File: src/rtl/tdm_chan_port.sv
module tdm_chan_port #(
  parameter int SLOTS = 32,
  parameter int W     = 8
) (
  input  logic         clk,
  input  logic         rst_n,
  input  logic         fp_n,
  input  logic         hsel,
  input  logic         d_mode64,
  input  logic         sdi,
  input  logic [W-1:0] tx_d,
  input  logic [W-1:0] tx_c,
  input  logic [W-1:0] tx_b1,
  input  logic [W-1:0] tx_b2,
  output logic         sdo,
  output logic         sdo_oe,
  output logic         dfp_n,
  output logic [W-1:0] rx_d,
  output logic [W-1:0] rx_c,
  output logic [W-1:0] rx_b1,
  output logic [W-1:0] rx_b2,
  output logic         rx_valid,
  output logic         half
);
  localparam int NACT  = 4;
  localparam int CPB   = 2;
  localparam int FCYC  = SLOTS * W * CPB;
  localparam int ABITS = NACT * W;
  localparam int ACYC  = ABITS * CPB;
  localparam int CW    = $clog2(FCYC);
  localparam int AW    = $clog2(ABITS);

  logic [CW-1:0]    cnt;
  logic             run;
  logic [ABITS-1:0] txs;
  logic [ABITS-1:0] rxs;

  wire [CW-2:0]    bidx  = cnt[CW-1:1];
  wire             act   = run && (bidx < (CW-1)'(ABITS));
  wire             last  = run && (cnt == CW'(ACYC - 1));
  wire [W-1:0]     dfill = d_mode64 ? '0 : {2'b00, {(W-2){1'b1}}};
  wire [ABITS-1:0] shv   = txs << bidx[AW-1:0];
  wire [ABITS-1:0] word  = {rxs[ABITS-2:0], sdi};

  assign sdo    = act ? shv[ABITS-1] : 1'b1;
  assign sdo_oe = act;
  assign dfp_n  = ~last;

  always_ff @(posedge clk or negedge rst_n) begin
    if (!rst_n) begin
      cnt <= '0;
      run <= 1'b0;
      txs <= '0;
    end else if (!fp_n) begin
      cnt <= '0;
      run <= 1'b1;
      txs <= {tx_d | dfill, tx_c, tx_b1, tx_b2};
    end else if (run) begin
      cnt <= (cnt == CW'(FCYC - 1)) ? '0 : cnt + 1'b1;
    end
  end

  always_ff @(posedge clk or negedge rst_n) begin
    if (!rst_n) begin
      rxs      <= '0;
      rx_d     <= '0;
      rx_c     <= '0;
      rx_b1    <= '0;
      rx_b2    <= '0;
      rx_valid <= 1'b0;
    end else begin
      if (act && cnt[0]) rxs <= word;
      rx_valid <= last;
      if (last) begin
        rx_d  <= word[4*W-1:3*W] | dfill;
        rx_c  <= word[3*W-1:2*W];
        rx_b1 <= word[2*W-1:W];
        rx_b2 <= word[W-1:0];
      end
    end
  end

  always_ff @(negedge clk or negedge rst_n) begin
    if (!rst_n)     half <= 1'b0;
    else if (!fp_n) half <= hsel;
  end
endmodule

File: config.mk
export PLATFORM = sky130hd
export DESIGN_NAME = tdm_chan_port
export DESIGN_NICKNAME = d
export VERILOG_FILES = /design/src/rtl/tdm_chan_port.sv
export SDC_FILE = /design/constraint.sdc
export NUM_CORES = 1
export LEC_CHECK = 0
export ABC_AREA = 0
export CAP_MARGIN = 10
export CORE_MARGIN = 3
export CORE_UTILIZATION = 30
export DETAILED_ROUTE_END_ITERATION = 12
export PLACE_DENSITY = 0.54
export SLEW_MARGIN = 40
export SYNTH_ARGS = -nofsm -noshare
export SYNTH_HDL_FRONTEND = slang
export SYNTH_SLANG_ARGS = --single-unit
File: constraint.sdc
create_clock -name clk -period 2.3 [get_ports clk]
set_input_delay 0.46 -clock clk [delete_from_list [all_inputs] [get_ports clk]]
set_output_delay 0.46 -clock clk [all_outputs]
set_load 0.02 [all_outputs]
Word level (Yosys, flattened, before mapping)
Cells that the tools add are included.
- flip-flop bits (word level): 107
- latch bits: 0
- bits in writable memories: 0
- ROM bits: 0
- input bits: 38
- output and inout bits: 37
- word-level logic and storage cells: 27
- memories: 0
- $add $sub $neg: 1
- multipliers: 0
- divide/modulo/power cells: 0
- $lt $le $gt $ge: 1
- equality and inequality tests: 3
- shift operators: 1
- multiplexer cells: 5
- bitwise operators: 3
- reductions and logical operators: 3
- operators with widths (kind ; number):
    32-bit by 5-bit << shifter with 32-bit output ; 1
    9-bit two-way mux ; 3
    8-bit by 6-bit OR with 8-bit output ; 2
    9-bit by 1-bit adder with 9-bit output, second input constant ; 1
    9-bit by 6-bit equality test with 1-bit output, second input constant ; 1
    9-bit equality test, second input constant ; 1
    8-bit by 6-bit < comparator with 1-bit output, second input constant ; 1
    6-bit two-way mux ; 1
    1-bit logical AND ; 3
    2-bit by 1-bit != test with 1-bit output, second input constant ; 1
    1-bit two-way mux ; 1
    1-bit NOT ; 1

Logic depth before layout (Yosys ltp)
- depth in word-level cells: 4
- depth in mapped cells: 10
- depth with buffers taken out: 9

==> run metrics <==
Pint 3350 µW; Fin Clk Skew 10.3 ps; Tightest Pin Transition 622 ps; CP delay by family, top flip-flops; final WL 8910 µm; CP Buf/Inv Count 1; detailed-placement wirelength estimate around 6000 µm; clock buffer count from CTS 9; simple-gate share of the synthesized area 5.95%; RSZ-0062 raised after global routing yes; Synth Area in Adders less than 1%; Initial DRT Pass Iterations 4; Site Rows 43; startpoint types flip-flop; P_leak 0.00258 µW; ratio of cells with drive above 1 in the final layout about 30%; Worst-path clk slew approximately 70 ps; critical path fanouts, max 2; most common cell after layout, fill and taps aside dfrtp_1; first-pass GRT wire length 15100 µm; Crit. Startpoint half$_DFFE_NN0N_; Max-slew headroom 58.5%; largest vdd supply drop 0.497 mV; outcome complete, but fails checks; DP Area 5520 µm²; Cell Count, Final, Fillers Out around 610; cells along the critical path buf_6; CTS tree built; Post-Synthesis Cells 332; vias in the first global route a little under 3000; NumNets Final 460; total gr overflow 0; post-synthesis compound-gate area fraction about 6.2%; Slowest-stage cell, CP dfrtn_1; most frequent cells in the layout 106 x dfrtp_1, 78 x mux2_2, 69 x clkdlybuf4s50_1; H-Tree Depth 3; post-synthesis mux area share a little under a quarter; DR WL/cell 14.7 µm; clock tree buffer depth 2; Final Hold Vio Count 0; MaxCap Viol Count 0; flops & latches, synth 107; post-synthesis xor/xnor area fraction less than 1%; GPL Wtd Cong 0.729; Die X 128 µm; CTS Root Cell clkbuf_16; Psw 1050 µW; syn nets roughly 370; Req. time, crit path around 1800 ps; Clk Latency, worst-skew pair around 350 ps; CP Capture Type primary output; Placed Cells 589; final setup fails 2; port bufs 74; post-synthesis sequential area ratio 60.1%; clock power share 36.8%; starting density of the core 31.4%; initial antenna violation count 1; Distinct cells, synth 30; Layout Area Growth over Synthesis 31.5%; PnR worst setup slack -200 ps; failing checks negative setup slack; Synth Cell Area 4460 µm²; final instance area between 5000 and 6000 µm²; ANT nets after route 0; switching share of power between 20% and 30%; Reg power frac around half; Syn. warnings 0; Residual DRC 0; CP Class flip-flop to primary output; Die Span Y approximately 130 µm; Crit path arrival time around 2000 ps; vias per cell about 4.7; min-delay worst type primary input to async pin; Pins Over Slew Limit 0; I/O pin count 75; critical path depth in cells 1; via count 2821; Comb pwr share 11.6%; CP peak stage delay 420 ps; reg2reg path depth 11; hold buffers post-CTS 0; Core ar. 14200 µm²; Pwr Total 4390 µW; worst r2r src cnt[1]$_DFFE_PN0P_; overall routing resource usage 11.7%; CTS sink count 107; full die area 16300 µm²; syn avg cell area 13.4 µm²; main combinational cell family by area after synthesis multiplexers; PwrDens 750 nW/µm²; 1st-iter DRT viols 75; diode count 0; largest net degree at the start of global routing 107
[cells by family after synthesis]
group | after synthesis
adders and majority gates | 2
xor gates and xnor gates | 1
DFF | 107
AOI/OAI and AO/OA | 46
and+or+nand+nor | 49
buffers and inverters | 32
muxes | 95
[through the flow]
stage / util [%] / setup TNS (ps) / setup WS [ps] / hold WS [ps]
2_1_floorplan: - / 0 / 22.5 / 164
3_3_place_gp: 38.9 / -783 / -292 / 454
3_5_place_dp: 38.9 / -818 / -306 / 470
4_1_cts: 41.1 / -377 / -224 / 239
5_1_grt: 41.3 / -497 / -259 / 249
6_report: 41.3 / -325 / -200 / 157
[what timing repair did]
item	4_1_cts	5_1_grt
setup buffers	0	0
resized for setup	16	6
endpoints found under the hold margin	0	0
endpoints found under the setup margin	3	6
pin swaps	0	4
[per-layer routing]
metal / track usage (%) / part of all wire, % / vias up
li1: - / - / 1348
met4: 3.87 / 1.3 / 2
met1: 14.6 / 44 / 1395
met2: 18.0 / 48 / 62
met3: 5.50 / 7.2 / 14
met5: 0 / 0.15 / -
[cell type report]
cell class                      instances  area (µm²)
Fill cell                            1346        8340
Sequential cell                       107        2680
Multi-Input combinational cell        193        1640
Timing Repair Buffer                   95         943
Clock buffer                           11         253
Tap cell                              180         225
Clock inverter                          5        66.3
Inverter                               14        53.8
[state kept, by name, summed over array words and instances (netlist names)]
signal and flops:
cnt 9, half 1, run 1, rx_b1 8, rx_b2 8, rx_c 8
rx_d 8, rx_valid 1, rxs 31, txs 32
[cell usage after synthesis, drive strengths merged]
master,n,area [µm²]
nor2,16,60.1
dfrtp,106,2650
a211oi,1,7.51
nand2,14,55.1
o21ai,15,75.1
o31ai,4,30.0
inv,13,48.8
ha,2,25.0
xor2,1,8.76
clkinv,1,5.00
nand3b,1,7.51
mux2i,17,170
a22oi,8,60.1
buf,7,60.1
nor4b,1,23.8
nand4,2,27.5
o41ai,1,8.76
mux2,78,878
a31oi,7,43.8
nand3,2,10.0
and2,1,6.26
nor2b,6,37.5
nand2b,4,25.0
a21oi,10,50.1
and3,2,12.5
clkbuf,11,41.3
dfrtn,1,25.0
[worst paths after layout]
kind	to	slack, ps
max reg2reg	cnt[3]$_DFFE_PN0P_	220
min reg2reg	rxs[26]$_DFFE_PN0P_	480
min in group clk	rxs[26]$_DFFE_PN0P_	480
max	half	-200
min	cnt[6]$_DFFE_PN0P_	160
max in group asynchronous	half$_DFFE_NN0N_	1240
[power by group through the flow]
stage,clock network [µW],logic [µW],registers [µW]
2_1_floorplan,0,342,2250
3_3_place_gp,0,504,2310
3_5_place_dp,0,519,2310
4_1_cts,1690,522,2270
5_1_grt,1760,561,2300
6_report,1620,511,2270
(Power assumes the default switching activity.)
